File: src/rtl/dac_seq_pkg.sv
package dac_seq_pkg;

    typedef enum logic [2:0] {
        ST_RESET = 3'd0,
        ST_PDN   = 3'd1,
        ST_INIT  = 3'd2,
        ST_PUP   = 3'd3,
        ST_NORM  = 3'd4,
        ST_MUTE  = 3'd5
    } seq_state_e;

    // power-up steps in order: filter, reference, clamp release, amplifier
    localparam int unsigned N_STEPS    = 4;
    localparam int unsigned STEP_FILT  = 0;
    localparam int unsigned STEP_REF   = 1;
    localparam int unsigned STEP_CLAMP = 2;
    localparam int unsigned STEP_AMP   = 3;

endpackage

File: src/rtl/dac_pup_stepper.sv
module dac_pup_stepper #(
    parameter int unsigned GAP_CYC = 8,
    parameter int unsigned NSTEP   = 4
) (
    input  logic             clk,
    input  logic             rst_n,
    input  logic             run,
    output logic [NSTEP-1:0] step_en,
    output logic             done
);
    localparam int unsigned GW = $clog2(GAP_CYC + 1);
    localparam int unsigned SW = $clog2(NSTEP + 1);
    localparam logic [GW-1:0] GAP_LAST  = GW'(GAP_CYC - 1);
    localparam logic [SW-1:0] STAGE_END = SW'(NSTEP);

    typedef struct packed {
        logic [GW-1:0] gap;
        logic [SW-1:0] stage;
    } step_t;

    step_t d, q;

    always_comb begin
        d = q;
        if (!run) begin
            d = '0;
        end else if (q.stage != STAGE_END) begin
            if (q.gap == GAP_LAST) begin
                d.gap   = '0;
                d.stage = q.stage + 1'b1;
            end else begin
                d.gap = q.gap + 1'b1;
            end
        end
    end

    always_ff @(posedge clk or negedge rst_n) begin
        if (!rst_n) q <= '0;
        else        q <= d;
    end

    for (genvar k = 0; k < NSTEP; k++) begin : g_step
        assign step_en[k] = (q.stage > SW'(k));
    end

    assign done = (q.stage == STAGE_END);

    // stages never go backwards while power-up runs
    p_stage_mono_r5: assert property (@(posedge clk) disable iff (!rst_n)
        run |=> (!run || q.stage >= $past(q.stage)));

    // a later step is never on without the earlier one
    p_step_order_r5: assert property (@(posedge clk) disable iff (!rst_n)
        step_en[NSTEP-1] |-> step_en[0]);

endmodule

File: src/rtl/dac_zero_run.sv
module dac_zero_run #(
    parameter int unsigned SAMPLE_W = 24,
    parameter int unsigned ZERO_RUN = 8192
) (
    input  logic                clk,
    input  logic                rst_n,
    input  logic                sample_valid,
    input  logic [SAMPLE_W-1:0] sample_data,
    output logic                zeros_ok
);
    localparam int unsigned CW = $clog2(ZERO_RUN + 1);
    localparam logic [CW-1:0] RUN_MAX = CW'(ZERO_RUN);

    typedef struct packed {
        logic [CW-1:0] cnt;
    } run_t;

    run_t d, q;

    always_comb begin
        d = q;
        if (sample_valid) begin
            if (sample_data != '0)      d.cnt = '0;
            else if (q.cnt != RUN_MAX)  d.cnt = q.cnt + 1'b1;
        end
    end

    always_ff @(posedge clk or negedge rst_n) begin
        if (!rst_n) q <= '0;
        else        q <= d;
    end

    assign zeros_ok = (q.cnt == RUN_MAX);

    p_nonzero_clears_r11: assert property (@(posedge clk) disable iff (!rst_n)
        (sample_valid && sample_data != '0) |=> !zeros_ok);

    p_idle_stable_r11: assert property (@(posedge clk) disable iff (!rst_n)
        !sample_valid |=> $stable(zeros_ok));

    p_rise_on_zero_r11: assert property (@(posedge clk) disable iff (!rst_n)
        $rose(zeros_ok) |-> ($past(sample_valid) && $past(sample_data) == '0));

endmodule

File: src/rtl/dac_pwr_seq.sv
module dac_pwr_seq
    import dac_seq_pkg::*;
#(
    parameter int unsigned GAP_CYC       = 8,
    parameter int unsigned MAX_START_CYC = 64,
    parameter int unsigned SAMPLE_W      = 24,
    parameter int unsigned ZERO_RUN      = 8192
) (
    input  logic                clk,
    input  logic                rst_n,
    input  logic                ext_rst_n,
    input  logic                por_rst,
    input  logic                mclk_ok,
    input  logic                clocks_ok,
    input  logic                ratio_ok,
    input  logic                ratio_chg,
    input  logic                sample_valid,
    input  logic [SAMPLE_W-1:0] sample_data,
    output logic [2:0]          state_o,
    output logic                cp_en,
    output logic                filt_en,
    output logic                ref_up,
    output logic                out_clamp,
    output logic                amp_en,
    output logic                ref_tie,
    output logic                mute,
    output logic                zeros_ok
);
    localparam int unsigned BW = $clog2(MAX_START_CYC + 1);

    typedef struct packed {
        seq_state_e st;
    } ctl_t;

    ctl_t d, q;
    logic               any_rst;
    logic               pup_run;
    logic               pup_done;
    logic [N_STEPS-1:0] step_en;
    logic [N_STEPS-1:0] rail_on;
    logic               live;

    assign any_rst = !ext_rst_n || por_rst;

    // next-state logic: reset, then clock loss, then ratio events
    always_comb begin
        d = q;
        if (any_rst) begin
            d.st = ST_RESET;
        end else begin
            unique case (q.st)
                ST_RESET: d.st = ST_PDN;
                ST_PDN:   if (mclk_ok) d.st = ST_INIT;
                ST_INIT: begin
                    if (!mclk_ok)                    d.st = ST_PDN;
                    else if (clocks_ok && ratio_ok)  d.st = ST_PUP;
                end
                ST_PUP: begin
                    if (!mclk_ok)      d.st = ST_PDN;
                    else if (pup_done) d.st = ST_NORM;
                end
                ST_NORM: begin
                    if (!mclk_ok)                     d.st = ST_PDN;
                    else if (ratio_chg || !ratio_ok)  d.st = ST_MUTE;
                end
                ST_MUTE: begin
                    if (!mclk_ok)                     d.st = ST_PDN;
                    else if (ratio_ok && !ratio_chg)  d.st = ST_NORM;
                end
                default: d.st = ST_RESET;
            endcase
        end
    end

    always_ff @(posedge clk or negedge rst_n) begin
        if (!rst_n) q <= '{st: ST_RESET};
        else        q <= d;
    end

    assign pup_run = (q.st == ST_PUP);

    dac_pup_stepper #(
        .GAP_CYC (GAP_CYC),
        .NSTEP   (N_STEPS)
    ) u_stepper (
        .clk     (clk),
        .rst_n   (rst_n),
        .run     (pup_run),
        .step_en (step_en),
        .done    (pup_done)
    );

    assign live = (q.st == ST_NORM) || (q.st == ST_MUTE);

    for (genvar k = 0; k < N_STEPS; k++) begin : g_rail
        assign rail_on[k] = live || (pup_run && step_en[k]);
    end

    assign state_o   = q.st;
    assign cp_en     = (q.st == ST_INIT) || pup_run || live;
    assign filt_en   = rail_on[STEP_FILT];
    assign ref_up    = rail_on[STEP_REF];
    assign out_clamp = !rail_on[STEP_CLAMP];
    assign amp_en    = rail_on[STEP_AMP];
    assign ref_tie   = (q.st == ST_RESET);
    assign mute      = (q.st != ST_NORM);

    dac_zero_run #(
        .SAMPLE_W (SAMPLE_W),
        .ZERO_RUN (ZERO_RUN)
    ) u_zero (
        .clk          (clk),
        .rst_n        (rst_n),
        .sample_valid (sample_valid),
        .sample_data  (sample_data),
        .zeros_ok     (zeros_ok)
    );

    // ---------------- assertions ----------------
    p_reset_entry_r1: assert property (@(posedge clk) disable iff (!rst_n)
        any_rst |=> (state_o == ST_RESET && ref_tie && out_clamp && !amp_en));

    p_pdn_hold_r2: assert property (@(posedge clk) disable iff (!rst_n)
        (state_o == ST_PDN && !mclk_ok && !any_rst) |=> (state_o == ST_PDN && !cp_en));

    p_init_cp_r3: assert property (@(posedge clk) disable iff (!rst_n)
        (state_o == ST_PDN && mclk_ok && !any_rst) |=> (cp_en && !filt_en));

    p_clamp_after_ref_r5: assert property (@(posedge clk) disable iff (!rst_n)
        !out_clamp |-> (ref_up && filt_en && cp_en));

    p_amp_after_clamp_r5: assert property (@(posedge clk) disable iff (!rst_n)
        amp_en |-> !out_clamp);

    p_ratio_mute_r7: assert property (@(posedge clk) disable iff (!rst_n)
        (state_o == ST_NORM && ratio_chg && mclk_ok && !any_rst)
            |=> (state_o == ST_MUTE && mute && amp_en));

    p_mclk_loss_r9: assert property (@(posedge clk) disable iff (!rst_n)
        (state_o != ST_RESET && !mclk_ok && !any_rst) |=> (state_o == ST_PDN && !amp_en));

    // bounded bring-up with valid clocks, watched by a counter
    logic [BW-1:0] bound_q;
    logic          all_valid;
    assign all_valid = !any_rst && mclk_ok && clocks_ok && ratio_ok;

    always_ff @(posedge clk or negedge rst_n) begin
        if (!rst_n) begin
            bound_q <= '0;
        end else if (all_valid && (state_o == ST_PDN || state_o == ST_INIT || state_o == ST_PUP)) begin
            if (bound_q != BW'(MAX_START_CYC)) bound_q <= bound_q + 1'b1;
        end else begin
            bound_q <= '0;
        end
    end

    p_start_bound_r10: assert property (@(posedge clk) disable iff (!rst_n)
        bound_q < BW'(MAX_START_CYC));

endmodule

File: config.mk
export PLATFORM = sky130hd
export DESIGN_NAME = dac_pwr_seq
export DESIGN_NICKNAME = d
export VERILOG_FILES = /design/src/rtl/dac_seq_pkg.sv /design/src/rtl/dac_pup_stepper.sv /design/src/rtl/dac_zero_run.sv /design/src/rtl/dac_pwr_seq.sv
export SDC_FILE = /design/constraint.sdc
export NUM_CORES = 1
export LEC_CHECK = 0
export BUFFER_PORTS_ARGS = -buffer_cell sky130_fd_sc_hd__buf_4
export CORE_ASPECT_RATIO = 0.75
export CORE_MARGIN = 2
export CORE_UTILIZATION = 30
export DETAILED_ROUTE_END_ITERATION = 8
export PLACE_DENSITY = 0.58
export SLEW_MARGIN = 15
export SYNTH_ARGS = -nofsm -noshare
export SYNTH_HDL_FRONTEND = slang
export SYNTH_SLANG_ARGS = --single-unit
File: constraint.sdc
create_clock -name clk -period 1.7 [get_ports clk]
set_input_delay 0.34 -clock clk [delete_from_list [all_inputs] [get_ports clk]]
set_output_delay 0.34 -clock clk [all_outputs]
set_load 0.1 [all_outputs]
After elaboration in Yosys (flattened, before gate mapping)
Index checks and enable logic that the tools add are counted.
W data, S select, Z words.
{"block": "totals", "output_inout_bits": 11, "regBits": 24}
{"block": "classes", "eq_ne": 18, "addsub": 3, "mux": 17, "n_reduce_logical": 25, "magnitude_cmp": 4}
{"op": "$mux W3", "n": 11}
{"op": "$mux W14", "n": 2}
{"op": "$reduce_bool A24 Y1", "n": 1}
{"op": "$pmux W3 S6", "n": 1}
{"op": "$add A14 B1 Y14 const B", "n": 1}
{"op": "$eq A14 B14 Y1 const B", "n": 1}
{"op": "$mux W7", "n": 2}
{"op": "$ne A14 B14 Y1 const B", "n": 1}
{"op": "$ne A4 B4 Y1 const B", "n": 3}
{"op": "$eq A3 B3 Y1 const B", "n": 3}
{"op": "$logic_or A1 B1 Y1", "n": 9}
{"op": "$ne A3 B3 Y1 const B", "n": 3}
{"op": "$eq A3 B2 Y1 const B", "n": 2}
{"op": "$gt A3 B1 Y1 const B", "n": 2}
{"op": "$gt A3 B2 Y1 const B", "n": 2}
{"op": "$logic_and A1 B1 Y1", "n": 6}
{"op": "$reduce_and A5 Y1", "n": 1}
{"op": "$add A4 B1 Y4 const B", "n": 1}
{"op": "$eq A4 B3 Y1 const B", "n": 1}
{"op": "$logic_not A1 Y1", "n": 4}
{"op": "$mux W4", "n": 1}
{"op": "$ne A2 B1 Y1 const B", "n": 2}
{"op": "$ne A4 B3 Y1 const B", "n": 1}
{"op": "$reduce_and A2 Y1", "n": 2}
{"op": "4 further kinds", "n": 4}

Logic depth before layout (Yosys ltp)
{"block": "logic_depth", "word_depth": 6, "depth_mapped": 8, "mapped_depth_nobuf": 7}

By module
A second synthesis with hierarchy kept.
{"block": "unflattened", "hier_cells": 183, "area_unflattened_um2": 1710.4}
{"module": "dac_zero_run", "n_inst": 1, "cells_each": 97, "area_per_inst_um2": 932.1}
{"module": "dac_pup_stepper", "n_inst": 1, "cells_each": 47, "area_per_inst_um2": 444.2}
{"module": "dac_pwr_seq", "n_inst": 1, "cells_each": 39, "area_per_inst_um2": 334.1}

Least setup slack after synthesis
OpenSTA, ideal clock, no wires.
{"block": "synth_timing", "kind": "flip-flop to output port", "start": "register q (netlist bit state_o[1])", "end": "output port amp_en", "arrival_ns": 3.890, "stages_incl_launch_ff": 5, "slack_ns": -2.530, "path_cell_list": "dfrtp_1 > nor2b_1 > nand2_1 > clkbuf_1 > o31ai_1"}
{"block": "synth_between", "elab_chain_cells": 3, "word_cells_on_any_way": 6}
{"item": "start: declaration", "line": "dac_pwr_seq.sv:35", "text": "ctl_t d, q;"}
{"item": "start signal: assignment", "line": "dac_pwr_seq.sv:76", "text": "if (!rst_n) q <= '{st: ST_RESET};"}
{"item": "$eq A3 B3 Y1 / $eq A3 B2 Y1 (equally long branches)", "line": "dac_pwr_seq.sv:93, dac_pwr_seq.sv:80"}
{"item": "$logic_or A1 B1 Y1 / $logic_and A1 B1 Y1 (equally long branches)", "line": "dac_pwr_seq.sv:93, dac_pwr_seq.sv:96"}
{"item": "$logic_or A1 B1 Y1 *", "line": "dac_pwr_seq.sv:96", "text": "assign rail_on[k] = live || (pup_run && step_en[k]);"}
{"item": "end: declaration", "line": "dac_pwr_seq.sv:24", "text": "output logic amp_en,"}
Every way passes the cells marked *; elsewhere a longest branch is shown, timed or not.

Worst setup path after layout
{"block": "layout_timing", "start": "register u_zero.q[9] (netlist bit)", "end": "output port zeros_ok"}
{"block": "layout_between", "elab_chain_cells": 1}
{"item": "start: declaration", "line": "dac_zero_run.sv:18", "text": "run_t d, q;"}
{"item": "start signal: assignment", "line": "dac_zero_run.sv:29", "text": "if (!rst_n) q <= '0;"}
{"item": "start signal: assignment", "line": "dac_zero_run.sv:30", "text": "else q <= d;"}
{"item": "$eq A14 B14 Y1", "line": "dac_zero_run.sv:33", "text": "assign zeros_ok = (q.cnt == RUN_MAX);"}
{"item": "end: declaration", "line": "dac_pwr_seq.sv:27", "text": "output logic zeros_ok"}
No other way between the ends.

==> out/results.ini <==
[finish]
final_nets=322
drive_above_1_share=0.5000
multi_input_area_sq_mm=0.001279
area.sequential_sq_um=615.6
fin_cells=353
n_fill_cell=498
final_util=0.5292
syn2layout_area_growth_pct=69.85
n_antenna_cell=0

[critical_path]
worstSetupStartpointType=register
crit_path_max_fanout=2
crit_type=reg2out
cpPeakStageDelay_ns=0.40
cp.buffers_inverters=3
cp.depth=5
reg2reg_from=u_zero.q[9]
r2r.worst_path.cells=7
end_kind=output pin
timing.critical_path.cells=nor4b_2 > buf_4 > nand4_1 > clkinvlp_4 > buf_12
r2r_slack_ns=-0.01
cp.required_ns=1.36
cp.arrival_ns=1.58
critPathTopFamily=buffers and inverters
slowest_stage=dfrtp_1
r2r-end=u_zero.q[2]
startpoint=u_zero.q[9]

[clock_network]
insertion_delay_ns=0.27
root_buffer=clkbuf_8
cts_tree=built
cts.clk_slew.worst_paths_ns=0.09
cts_max_path_buffers=2
h-tree-depth=1
cts.sinks=24
cts_made_buffers=3

[min_path]
hold_path.class=in2reg
holdPathEnd=state_o[1]
min_path_cells=3
min_from=por_rst

[route]
drtPass1Iterations=4
vias_per_cell=4.980
drt_iter0_markers=90
wl_mm=4.611
routedWlPerCell_microns=13.06
vias=1758
drc=0
drtAntennaViolNets=0

[synth]
synth_cell_types=43
synth_compound_area_frac=0.1933
synth-edff-count=0
synth_xor_area_frac=0.01567
synthAdderAreaFrac=0.07463
ys_ff_latch=24
synth_ff_type=dfrtp_1
synth_top_family_by_area=simple AND/OR/NAND/NOR gates
muxShareOfSynthArea=0.01269
syn_area_sq_mm=0.001677
async_flop_share=1.000
synth-simple-area-share=0.2970
syn_area_per_cell_sq_um=8.468
ys_seq_area_frac=0.3582
syn_nets=241
synthCells=198
yosysWarnings=0

[grt]
grt_pass1_vias=1579
grtUsageTotal=0.1505
antenna_found_initial=0
overflow=0
grt_max_degree=25
grt_pass1_wl_mm=7.576

[floorplanning]
dieArea_sq_mm=0.006209
rows=23
die_w_microns=90.32
boundaryPins=44
start_util=0.3116
core_area_sq_mm=0.005381
die_y_microns=68.74

[timing]
fin_crit_ns=1.915
layout_setup_ws_ns=-0.2154
hold_violations=0
fin_skew_ns=0.01139
hold_slack_ns=0.3847
slew_headroom=0.7501
worstMarginPinSlew_ns=0.3744
rsz0062_at_grt=yes
final-setup-viol-count=9
drv_slew=0
fin_crit_sh=1.127
fmaxAchievable_mhz=522.1

[place]
port_buffers=43
hpwl_mm=3.315
placed_cells=342
gp_congestion=0.7667
dp_worst_setup_slack_ns=-0.07761

[run_status]
status=finished, violations left
violations=setup timing

[power_and_ir_drop]
vdd_ir_drop_max_uv=243.1
p_per_area_mw_per_mm2=395.7
total_power_mw=1.127
power_leakage_nw=1.151

[run]
max_cap_viol_count=0

-- routing by layer --
metal  GRT usage  share of wire  vias up
met5           0              0        -
met4     0.02308          0.014        0
met3     0.02609          0.023        9
met2      0.2303           0.47       20
met1      0.2268           0.49      841
li1            -              -      888
-- cells by family (layout without fill, tap and decap cells) --
logic type,after synthesis,in the layout
fa+ha+maj,10,10
flops,24,24
xor+xnor,3,3
buf+inv,21,101
mux,2,2
compound gates,51,51
simple gates,87,87
-- tightest hold or removal path: stages --
cell and delay, ns:
buf_4 0.08, nor2b_1 0.07, and2_1 0.14
-- registers in the layout, indices dropped and copies added, names as in the netlist --
register     cells
u_stepper.q      7
u_zero.q        14
state_o          3
-- timing repair --
item,CTS,global route
pin swaps,12,11
setup buffers,5,2
hold buffers,1,0
cloned,0,0
endpoints found under the hold margin,24,0
endpoints found under the setup margin,12,15
gates resized for setup,51,29
-- layout make-up --
class	count	area share
Multi-Input combinational cell	153	0.4490
Timing Repair Buffer	83	0.2623
Tap cell	75	0.03295
Inverter	14	0.02373
Sequential cell	24	0.2162
Clock buffer	4	0.01582
-- worst max-delay path by stage --
stage	to
after floorplan	amp_en
after global placement	state_o[0]
after detailed placement	state_o[0]
after CTS	zeros_ok
after global routing	zeros_ok
final	zeros_ok
-- through the flow --
stage,area (sq um),setup TNS [ns]
after floorplan,1795,-1.979
after global placement,2411,-0.1836
after detailed placement,2411,-0.3278
after CTS,2696,-0.9371
after global routing,2848,-1.527
final,2848,-0.9074
-- power breakdown --
part | internal [mW] | switching [mW]
Sequential | 0.574 | 0.00993
Combinational | 0.0925 | 0.101
Clock | 0.168 | 0.182
-- Yosys cell counts, drive strengths merged (2+ instances only) --
cell | n | area share
dfrtp | 24 | 0.36
nand2 | 22 | 0.054
o21ai | 21 | 0.063
inv | 14 | 0.031
nand3 | 13 | 0.039
nor2 | 13 | 0.034
ha | 10 | 0.075
nor3 | 9 | 0.030
nor4 | 9 | 0.052
o31ai | 9 | 0.040
a21oi | 6 | 0.018
clkbuf | 5 | 0.011
a211oi | 4 | 0.018
nand4 | 4 | 0.019
nor2b | 4 | 0.015
a31oi | 3 | 0.011
nor3b | 3 | 0.013
a311oi | 2 | 0.010
and2 | 2 | 0.0075
buf | 2 | 0.0060
nand2b | 2 | 0.0075
xnor2 | 2 | 0.010
-- layout by cell type, fill, tap and decap left out, drive strengths merged, types with 2 or more instances in the layout --
master     n
a211oi     4
a21oi      6
a311oi     2
a31oi      3
and2       2
buf       82
clkbuf     4
clkinvlp   2
dfrtp     24
ha        10
inv       12
nand2     22
nand2b     2
nand3     13
nand4      4
nor2      13
nor2b      4
nor3       9
nor3b      3
nor4       9
o21ai     21
o31ai      9
xnor2      2
Note: power is estimated with default switching activity, not from simulation.
